File: src/rtl/ras_pkg.sv
package ras_pkg;
  localparam int unsigned REG_W  = 4;
  localparam int unsigned OFF_W  = 12;
  localparam int unsigned ADDR_W = 32;

  typedef struct packed {
    logic             valid;
    logic             single_load;
    logic [REG_W-1:0] rd;
    logic [REG_W-1:0] rn;
    logic             post_idx;
    logic             imm;
    logic             up;
    logic [OFF_W-1:0] offset;
  } dec_fields_t;
endpackage

File: src/rtl/ras_ret_decode.sv
module ras_ret_decode
  import ras_pkg::*;
#(
  parameter int unsigned PC_IDX  = 15,
  parameter int unsigned SP_IDX  = 13,
  parameter int unsigned RET_OFF = 4
) (
  input  dec_fields_t fields_i,
  output logic        is_ret_o
);
  localparam logic [REG_W-1:0] PcIdx  = REG_W'(PC_IDX);
  localparam logic [REG_W-1:0] SpIdx  = REG_W'(SP_IDX);
  localparam logic [OFF_W-1:0] RetOff = OFF_W'(RET_OFF);

  logic reg_match, mode_match;

  always_comb begin
    reg_match  = (fields_i.rd == PcIdx) && (fields_i.rn == SpIdx);
    mode_match = fields_i.post_idx && fields_i.imm && fields_i.up &&
                 (fields_i.offset == RetOff);
    is_ret_o   = fields_i.valid && fields_i.single_load && reg_match && mode_match;
  end
endmodule

File: src/rtl/ras_ptr_ctrl.sv
module ras_ptr_ctrl #(
  parameter int unsigned DEPTH = 4,
  localparam int unsigned AW    = (DEPTH > 1) ? $clog2(DEPTH) : 1,
  localparam int unsigned CW    = $clog2(DEPTH + 1)
) (
  input  logic          clk_i,
  input  logic          rst_ni,
  input  logic          push_i,
  input  logic          pop_req_i,
  input  logic          flush_i,
  input  logic [AW-1:0] flush_ptr_i,
  input  logic [CW-1:0] flush_cnt_i,
  output logic          pop_fire_o,
  output logic [AW-1:0] wr_idx_o,
  output logic [AW-1:0] rd_idx_o,
  output logic [CW-1:0] cnt_o
);
  localparam logic [AW-1:0] LastIdx = AW'(DEPTH - 1);
  localparam logic [CW-1:0] MaxCnt  = CW'(DEPTH);

  logic [AW-1:0] ptr_q, ptr_d, ptr_inc, ptr_dec, flush_ptr_c;
  logic [CW-1:0] cnt_q, cnt_d, flush_cnt_c;
  logic          do_push;

  always_comb begin
    ptr_inc     = (ptr_q == LastIdx) ? '0 : ptr_q + AW'(1);
    ptr_dec     = (ptr_q == '0) ? LastIdx : ptr_q - AW'(1);
    flush_ptr_c = (flush_ptr_i > LastIdx) ? '0 : flush_ptr_i;
    flush_cnt_c = (flush_cnt_i > MaxCnt) ? MaxCnt : flush_cnt_i;
    do_push     = push_i && !flush_i;
    pop_fire_o  = pop_req_i && !push_i && !flush_i && (cnt_q != '0);
    ptr_d       = ptr_q;
    cnt_d       = cnt_q;
    if (flush_i) begin
      ptr_d = flush_ptr_c;
      cnt_d = flush_cnt_c;
    end else if (do_push) begin
      ptr_d = ptr_inc;
      cnt_d = (cnt_q == MaxCnt) ? MaxCnt : cnt_q + CW'(1);
    end else if (pop_fire_o) begin
      ptr_d = ptr_dec;
      cnt_d = cnt_q - CW'(1);
    end
  end

  always_ff @(posedge clk_i or negedge rst_ni) begin
    if (!rst_ni) begin
      ptr_q <= '0;
      cnt_q <= '0;
    end else begin
      ptr_q <= ptr_d;
      cnt_q <= cnt_d;
    end
  end

  assign wr_idx_o = ptr_q;
  assign rd_idx_o = ptr_dec;
  assign cnt_o    = cnt_q;

  assert_cnt_bound_R10: assert property (@(posedge clk_i) disable iff (!rst_ni)
    cnt_q <= MaxCnt);

  assert_flush_restore_R7: assert property (@(posedge clk_i) disable iff (!rst_ni)
    (flush_i && flush_cnt_i <= MaxCnt && flush_ptr_i <= LastIdx) |=>
      (ptr_q == $past(flush_ptr_i) && cnt_q == $past(flush_cnt_i)));

  assert_empty_pop_R5: assert property (@(posedge clk_i) disable iff (!rst_ni)
    (pop_req_i && !push_i && !flush_i && cnt_q == '0) |=>
      (cnt_q == '0 && $stable(ptr_q)));

  assert_push_grows_R4: assert property (@(posedge clk_i) disable iff (!rst_ni)
    (push_i && !flush_i && cnt_q != MaxCnt) |=> cnt_q == $past(cnt_q) + CW'(1));
endmodule

File: src/rtl/ras_store.sv
module ras_store #(
  parameter int unsigned DEPTH  = 4,
  parameter int unsigned DATA_W = 32,
  localparam int unsigned AW    = (DEPTH > 1) ? $clog2(DEPTH) : 1
) (
  input  logic              clk_i,
  input  logic              rst_ni,
  input  logic              we_i,
  input  logic [AW-1:0]     waddr_i,
  input  logic [DATA_W-1:0] wdata_i,
  input  logic [AW-1:0]     raddr_i,
  output logic [DATA_W-1:0] rdata_o
);
  logic [DATA_W-1:0] entry_q [DEPTH];

  for (genvar g = 0; g < DEPTH; g++) begin : g_entry
    always_ff @(posedge clk_i or negedge rst_ni) begin
      if (!rst_ni) begin
        entry_q[g] <= '0;
      end else if (we_i && waddr_i == AW'(g)) begin
        entry_q[g] <= wdata_i;
      end
    end
  end

  assign rdata_o = entry_q[raddr_i];

  assert_write_lands_R3: assert property (@(posedge clk_i) disable iff (!rst_ni)
    we_i |=> entry_q[$past(waddr_i)] == $past(wdata_i));
endmodule

File: src/rtl/ras_predictor.sv
module ras_predictor
  import ras_pkg::*;
#(
  parameter int unsigned DEPTH = 4,
  localparam int unsigned AW   = (DEPTH > 1) ? $clog2(DEPTH) : 1,
  localparam int unsigned CW   = $clog2(DEPTH + 1)
) (
  input  logic              clk_i,
  input  logic              rst_ni,
  input  logic              push_i,
  input  logic [ADDR_W-1:0] push_addr_i,
  input  logic              dec_valid_i,
  input  logic              dec_single_load_i,
  input  logic [REG_W-1:0]  dec_rd_i,
  input  logic [REG_W-1:0]  dec_rn_i,
  input  logic              dec_post_idx_i,
  input  logic              dec_imm_i,
  input  logic              dec_up_i,
  input  logic [OFF_W-1:0]  dec_offset_i,
  input  logic [3:0]        dec_cond_i,
  input  logic              flush_i,
  input  logic [AW-1:0]     flush_ptr_i,
  input  logic [CW-1:0]     flush_cnt_i,
  output logic              pred_valid_o,
  output logic [ADDR_W-1:0] pred_target_o,
  output logic [AW-1:0]     ckpt_ptr_o,
  output logic [CW-1:0]     ckpt_cnt_o
);
  dec_fields_t       fields;
  logic              ret_hit, pop_fire;
  logic [AW-1:0]     wr_idx, rd_idx;
  logic [ADDR_W-1:0] rd_data;
  logic              pred_valid_q;
  logic [ADDR_W-1:0] pred_target_q;
  logic              cond_unused;

  assign cond_unused = ^dec_cond_i;  // condition outcome is resolved elsewhere

  always_comb begin
    fields.valid       = dec_valid_i;
    fields.single_load = dec_single_load_i;
    fields.rd          = dec_rd_i;
    fields.rn          = dec_rn_i;
    fields.post_idx    = dec_post_idx_i;
    fields.imm         = dec_imm_i;
    fields.up          = dec_up_i;
    fields.offset      = dec_offset_i;
  end

  ras_ret_decode i_ret_decode (
    .fields_i (fields),
    .is_ret_o (ret_hit)
  );

  ras_ptr_ctrl #(.DEPTH(DEPTH)) i_ptr_ctrl (
    .clk_i       (clk_i),
    .rst_ni      (rst_ni),
    .push_i      (push_i),
    .pop_req_i   (ret_hit),
    .flush_i     (flush_i),
    .flush_ptr_i (flush_ptr_i),
    .flush_cnt_i (flush_cnt_i),
    .pop_fire_o  (pop_fire),
    .wr_idx_o    (wr_idx),
    .rd_idx_o    (rd_idx),
    .cnt_o       (ckpt_cnt_o)
  );

  ras_store #(.DEPTH(DEPTH), .DATA_W(ADDR_W)) i_store (
    .clk_i   (clk_i),
    .rst_ni  (rst_ni),
    .we_i    (push_i && !flush_i),
    .waddr_i (wr_idx),
    .wdata_i (push_addr_i),
    .raddr_i (rd_idx),
    .rdata_o (rd_data)
  );

  always_ff @(posedge clk_i or negedge rst_ni) begin
    if (!rst_ni) begin
      pred_valid_q  <= 1'b0;
      pred_target_q <= '0;
    end else begin
      pred_valid_q <= pop_fire;
      if (pop_fire) pred_target_q <= {rd_data[ADDR_W-1:1], 1'b0};
    end
  end

  assign pred_valid_o  = pred_valid_q;
  assign pred_target_o = pred_target_q;
  assign ckpt_ptr_o    = wr_idx;

  assert_pred_cause_R2: assert property (@(posedge clk_i) disable iff (!rst_ni)
    pred_valid_o |-> $past(ret_hit));

  assert_push_wins_R6: assert property (@(posedge clk_i) disable iff (!rst_ni)
    push_i |=> !pred_valid_o);

  assert_flush_quiet_R7: assert property (@(posedge clk_i) disable iff (!rst_ni)
    flush_i |=> !pred_valid_o);

  assert_target_even_R8: assert property (@(posedge clk_i) disable iff (!rst_ni)
    pred_valid_o |-> !pred_target_o[0]);
endmodule

File: config.mk
export PLATFORM = sky130hd
export DESIGN_NAME = ras_predictor
export DESIGN_NICKNAME = d
export VERILOG_FILES = /design/src/rtl/ras_pkg.sv /design/src/rtl/ras_ret_decode.sv /design/src/rtl/ras_ptr_ctrl.sv /design/src/rtl/ras_store.sv /design/src/rtl/ras_predictor.sv
export SDC_FILE = /design/constraint.sdc
export NUM_CORES = 1
export LEC_CHECK = 0
export CORE_UTILIZATION = 50
export CTS_BUF_LIST = sky130_fd_sc_hd__clkbuf_8
export CTS_CLUSTER_SIZE = 40
export DETAILED_ROUTE_END_ITERATION = 12
export GPL_TIMING_DRIVEN = 0
export PLACE_DENSITY = 0.87
export SYNTH_ARGS = -nofsm -noshare
export SYNTH_HDL_FRONTEND = slang
export SYNTH_HIERARCHICAL = 1
export SYNTH_SLANG_ARGS = --single-unit
export TNS_END_PERCENT = 30
File: constraint.sdc
create_clock -name clk_i -period 2.8 [get_ports clk_i]
set_clock_uncertainty 0.05 [all_clocks]
set_input_delay 0.56 -clock clk_i [delete_from_list [all_inputs] [get_ports clk_i]]
set_output_delay 0.56 -clock clk_i [all_outputs]
set_load 0.01 [all_outputs]
# Word level (Yosys, flattened, before mapping)
# Index checks and enable logic that the tools add are counted.
totals:
  word_cells: 57
  regBits: 165
  output_inout_bits: 38
op_classes:
  n_bitwise: 1
  magnitude_cmp: 3
  addsub: 4
  eq_ne: 7
  reduce_logical: 20
  n_mux: 14
op_table:
  columns: ["operator", "count"]
  rows:
  - ["$bmux W32 S2", 1]
  - ["$mux W32", 2]
  - ["$logic_and A1 B1 Y1", 15]
  - ["$mux W3", 5]
  - ["$eq A12 B3 Y1 const B", 1]
  - ["$mux W2", 6]
  - ["$eq A4 B4 Y1 const B", 2]
  - ["$reduce_bool A3 Y1", 2]
  - ["$eq A2 B2 Y1 const B", 2]
  - ["$add A3 B1 Y3 const B", 1]
  - ["$eq A3 B3 Y1 const B", 1]
  - ["$ge A3 B3 Y1 const B", 1]
  - ["$gt A3 B3 Y1 const B", 1]
  - ["$not A2 Y3", 1]
  - ["$sub A3 B1 Y3 const B", 1]
  - ["$add A2 B1 Y2 const B", 1]
  - ["$eq A2 B1 Y1 const B", 1]
  - ["$gt A2 B2 Y1 const B", 1]
  - ["$logic_not A1 Y1", 2]
  - ["$logic_not A2 Y1", 1]
  - ["$sub A2 B1 Y2 const B", 1]

# Longest topological paths before layout
depth:
  ltp_word: 10
  mapped_depth: 7
  depth_no_buf: 6

# By module
# The synthesis kept the hierarchy.
modules_own_cells:
  columns: ["module", "instances", "area_per_inst_um2", "cells_per_inst"]
  rows:
  - ["ras_store", 1, 5504.0, 311]
  - ["ras_predictor", 1, 1201.2, 69]
  - ["ras_ptr_ctrl", 1, 444.2, 49]
  - ["ras_ret_decode", 1, 70.1, 10]

# Worst setup path before layout
# OpenSTA, ideal clock, no wires.
synth_timing:
  path_kind: "input port to flip-flop"
  from: "input dec_offset_i[6]"
  to: "register pred_target_q[10] (netlist: pred_target_o[10])"
  stages: 6
  arrival_ns: 2.442
  required_ns: 2.625
  setup_time_ns: 0.125
  path_slack_ns: 0.183
  n_path_buf: 1
  cell_sequence: "nand4b_1 > or4_1 > nor4_2 > and3_1 > buf_6 > mux2_2"
synth_between:
  elab_chain_len: 6
synth_rtl:
  columns: ["item", "line_no", "text"]
  rows:
  - ["from (decl)", "ras_predictor.sv:19", "input logic [OFF_W-1:0] dec_offset_i,"]
  - ["$eq A12 B3 Y1", "ras_ret_decode.sv:20", "(fields_i.offset == RetOff);"]
  - ["$logic_and A1 B1 Y1", "ras_ret_decode.sv:19", "mode_match = fields_i.post_idx && fields_i.imm && fields_i.up &&"]
  - ["$logic_and A1 B1 Y1", "ras_ret_decode.sv:21", "is_ret_o = fields_i.valid && fields_i.single_load && reg_match && mode_match;"]
  - ["net ret_hit", "ras_predictor.sv:30", "logic ret_hit, pop_fire;"]
  - ["$logic_and A1 B1 Y1 (3 in a row)", "ras_ptr_ctrl.sv:31", "pop_fire_o = pop_req_i && !push_i && !flush_i && (cnt_q != '0);"]
  - ["net pop_fire", "ras_predictor.sv:30", null]
  - ["to (signal assigned)", "ras_predictor.sv:85", "if (pop_fire) pred_target_q <= {rd_data[ADDR_W-1:1], 1'b0};"]
  - ["to (decl)", "ras_predictor.sv:34", "logic [ADDR_W-1:0] pred_target_q;"]
# The timed path passes the listed nets, and every way through them passes these cells.
# A chain may end at the register's enable or synchronous reset.

# Worst setup path after layout
layout_timing:
  from: "input dec_rd_i[2]"
  to: "register pred_target_q[27] (netlist: pred_target_o[27])"
layout_between:
  elab_chain_len: 7
layout_rtl:
  columns: ["item", "line_no", "text"]
  rows:
  - ["from (decl)", "ras_predictor.sv:14", "input logic [REG_W-1:0] dec_rd_i,"]
  - ["$eq A4 B4 Y1", "ras_ret_decode.sv:18", "reg_match = (fields_i.rd == PcIdx) && (fields_i.rn == SpIdx);"]
  - ["$logic_and A1 B1 Y1", "ras_ret_decode.sv:18", null]
  - ["$logic_and A1 B1 Y1 (2 in a row)", "ras_ret_decode.sv:21", null]
  - ["net ret_hit", "ras_predictor.sv:30", null]
  - ["$logic_and A1 B1 Y1 (3 in a row)", "ras_ptr_ctrl.sv:31", null]
  - ["net pop_fire", "ras_predictor.sv:30", null]
# The timed path passes the listed nets, and every way through them passes these cells.

==> impl_metrics.yaml <==
worst_setup_path:
  cp-end-kind: "flip-flop"
  crit_path_start_kind: "primary input"
  critPathLaunch: "dec_rd_i[2]"
  critPathSlowestCell: "or4_1"
  r2r_cells: 6
  criticalPathCategory: "in -> reg"
  cp_slowest_stage_delay_ns: 0.53
  r2r_start: "i_ptr_ctrl/wr_idx_o[0]"
  worst-path-buf-inv: 2
  required_ns: 3.07
  path_delay_family: "simple AND/OR/NAND/NOR gates"
  path_depth: 7
  cp.arrival_ns: 2.96
  path_cells: "clkdlybuf4s50_1, nand2_1, or4_1, nor4_4, and3_2, buf_6, mux2_2"
  cp_max_fo: 10
timing:
  timing.fmax_ghz: 0.373
  finalHoldViolCount: 0
  setup_tns_ns: 0
  worst_slew_pin_slew_ns: 0.753
  rsz0062_at_grt: "false"
  setup_viol: 0
  period_share_pct: 95.9
  max_slew_margin_pct: 49.8
  min_period_ns: 2.68
  report.final.slew_viol_count: 0
power:
  p_seq_share_pct: 51.0
  cellPowerDensity_mw_per_mm2: 731
  power_leakage_nw: 3.76
  power.switching_mw: 1.60
  clkPwrFrac_pct: 26.3
  swShare_pct: 25.0
  p_int_mw: 4.79
  ir_drop_uv: 601
  power_frac_comb_pct: 22.7
placed_design:
  gp_congestion: 0.804
  port_buffers: 101
  dp_hpwl_mm: 9.73
  dp_cells: 712
cts:
  cts_buffers: 17
  clkLatencyLatePin_ns: 0.45
  cts_buffer_depth: 2
  clk_pin_slew_ns: 0.08
  cts-root-buf: "clkbuf_8"
  postCtsSetupRepairBufs: 0
  htreeDepth: 4
  ctsHoldBuffers: 0
  clock-sinks: 161
  cts_tree: "done"
die:
  coreArea_sq_mm: 0.0138
  die_w_microns: 121
  ios: 108
  die-area_sq_mm: 0.0146
  die_h_microns: 121
  floorplan.initialDensity_pct: 51.0
  rows: 43
cells_and_area:
  fin_nets: 625
  area_growth_pct: 23.8
  n_antenna_cell: 0
  layout-drive-gt1-share_pct: 44.0
  fin_cells: 744
run:
  drv_cap: 0
global_routing:
  gr-total-overflow: 0
  grt_pass1_wl_mm: 23.0
  grtUsageTotal_pct: 21.2
  grt_max_degree: 94
  grt_pass1_vias: 4522
  antenna_found_initial: 0
synth:
  syn_inst: 430
  netlist_area_sq_mm: 0.00705
  avgSynthCellArea_sq_um: 16.4
  yosysWarnings: 6
  syn_nets: 504
route:
  dr.first_iter.drc_count: 221
  drc: 0
  dr.pass1.iters: 4
  wl_mm: 13.9
  vias_per_cell: 5.54
  ant_nets: 0
  avgRoutedWirePerCell_microns: 18.7
  vias: 4119
worst_hold_path:
  hp-class: "in -> async"
outcome:
  status: "finished, final reports clean"
[registers in the layout, indices dropped and copies added (netlist names)]
signal	flops
i_store/entry_q	124
pred_target_o	31
i_ptr_ctrl/cnt_o	3
i_ptr_ctrl/wr_idx_o	2
pred_valid_o	1
[worst reg2reg max path: stages, from the launching register on]
cell	delay, ns
dfrtp_1	0.47
inv_1	0.12
ha_1	0.35
inv_1	0.21
buf_1	0.61
mux4_2	0.42
mux2_2	0.27
[stage by stage]
step,setup WS (ns),power [mW],cell area [sq um],util (%),hold WS (ns)
3_3_place_gp,-4.78,4.61,8290,59.9,0.413
4_1_cts,0.0483,6.46,8730,63.1,0.0533
3_5_place_dp,-0.727,4.77,8320,60.1,0.427
5_1_grt,0.00801,6.72,8730,63.1,0.0849
6_report,0.116,6.38,8730,63.1,0.0469
2_1_floorplan,0.183,4.28,7050,-,0.214
[final timing paths]
check	to	slack (ns)
min reg2reg	i_store/entry_q[120]	0.45
max reg2reg	pred_target_o[21]	0.20
min	i_store/entry_q[27]	0.05
max	pred_target_o[27]	0.12
min in group clk_i	i_store/entry_q[120]	0.45
max in group asynchronous	i_store/entry_q[81]	1.79
[power by group through the flow]
stage	registers [mW]	clock network [mW]	logic, mW
2_1_floorplan	3.19	0	1.10
3_3_place_gp	3.23	0	1.38
3_5_place_dp	3.30	0	1.47
4_1_cts	3.26	1.73	1.47
5_1_grt	3.34	1.81	1.58
6_report	3.25	1.68	1.45
[placed cells by master (no fill, tap or decap), types with 2 or more instances in the layout]
cell type and instances:
buf_6 4, nor2_1 3, buf_1 3, clkinv_2 2, buf_4 7, bufinv_16 2, clkinv_4 2, nand3_1 3
nand2_1 4, clkinvlp_4 2, clkdlybuf4s50_1 100, nor2b_1 3, nand4b_1 2, mux2_1 2, a31oi_1 2, ha_1 4
dfrtp_1 161, buf_2 11, nand3b_1 2, mux4_2 31, nand2b_1 3, inv_1 8, a21oi_1 3, mux2_2 154
clkbuf_8 21
[layout make-up]
type                            instances  area [sq um]
Buffer                                 25           160
Clock buffer                           21           289
Clock inverter                         11           114
Fill cell                             986          5100
Inverter                                5          18.8
Multi-Input combinational cell        239          2850
Sequential cell                       161          4030
Tap cell                              180           225
Timing Repair Buffer                  102          1040
[metal layers]
layer  vias to the layer above  share of wire (%)  track usage (%)
li1                       1843                  -                -
met1                      2171                 43             27.1
met2                        93                 52             36.0
met3                        12                4.4             5.71
met4                         0               0.87             5.56
met5                         -                  0                0
[what timing repair did]
item,CTS,global route
pin swaps,0,1
setup endpoints to repair,31,30
gates resized for setup,2,0
No activity file was read; power rests on OpenSTA's default activity.
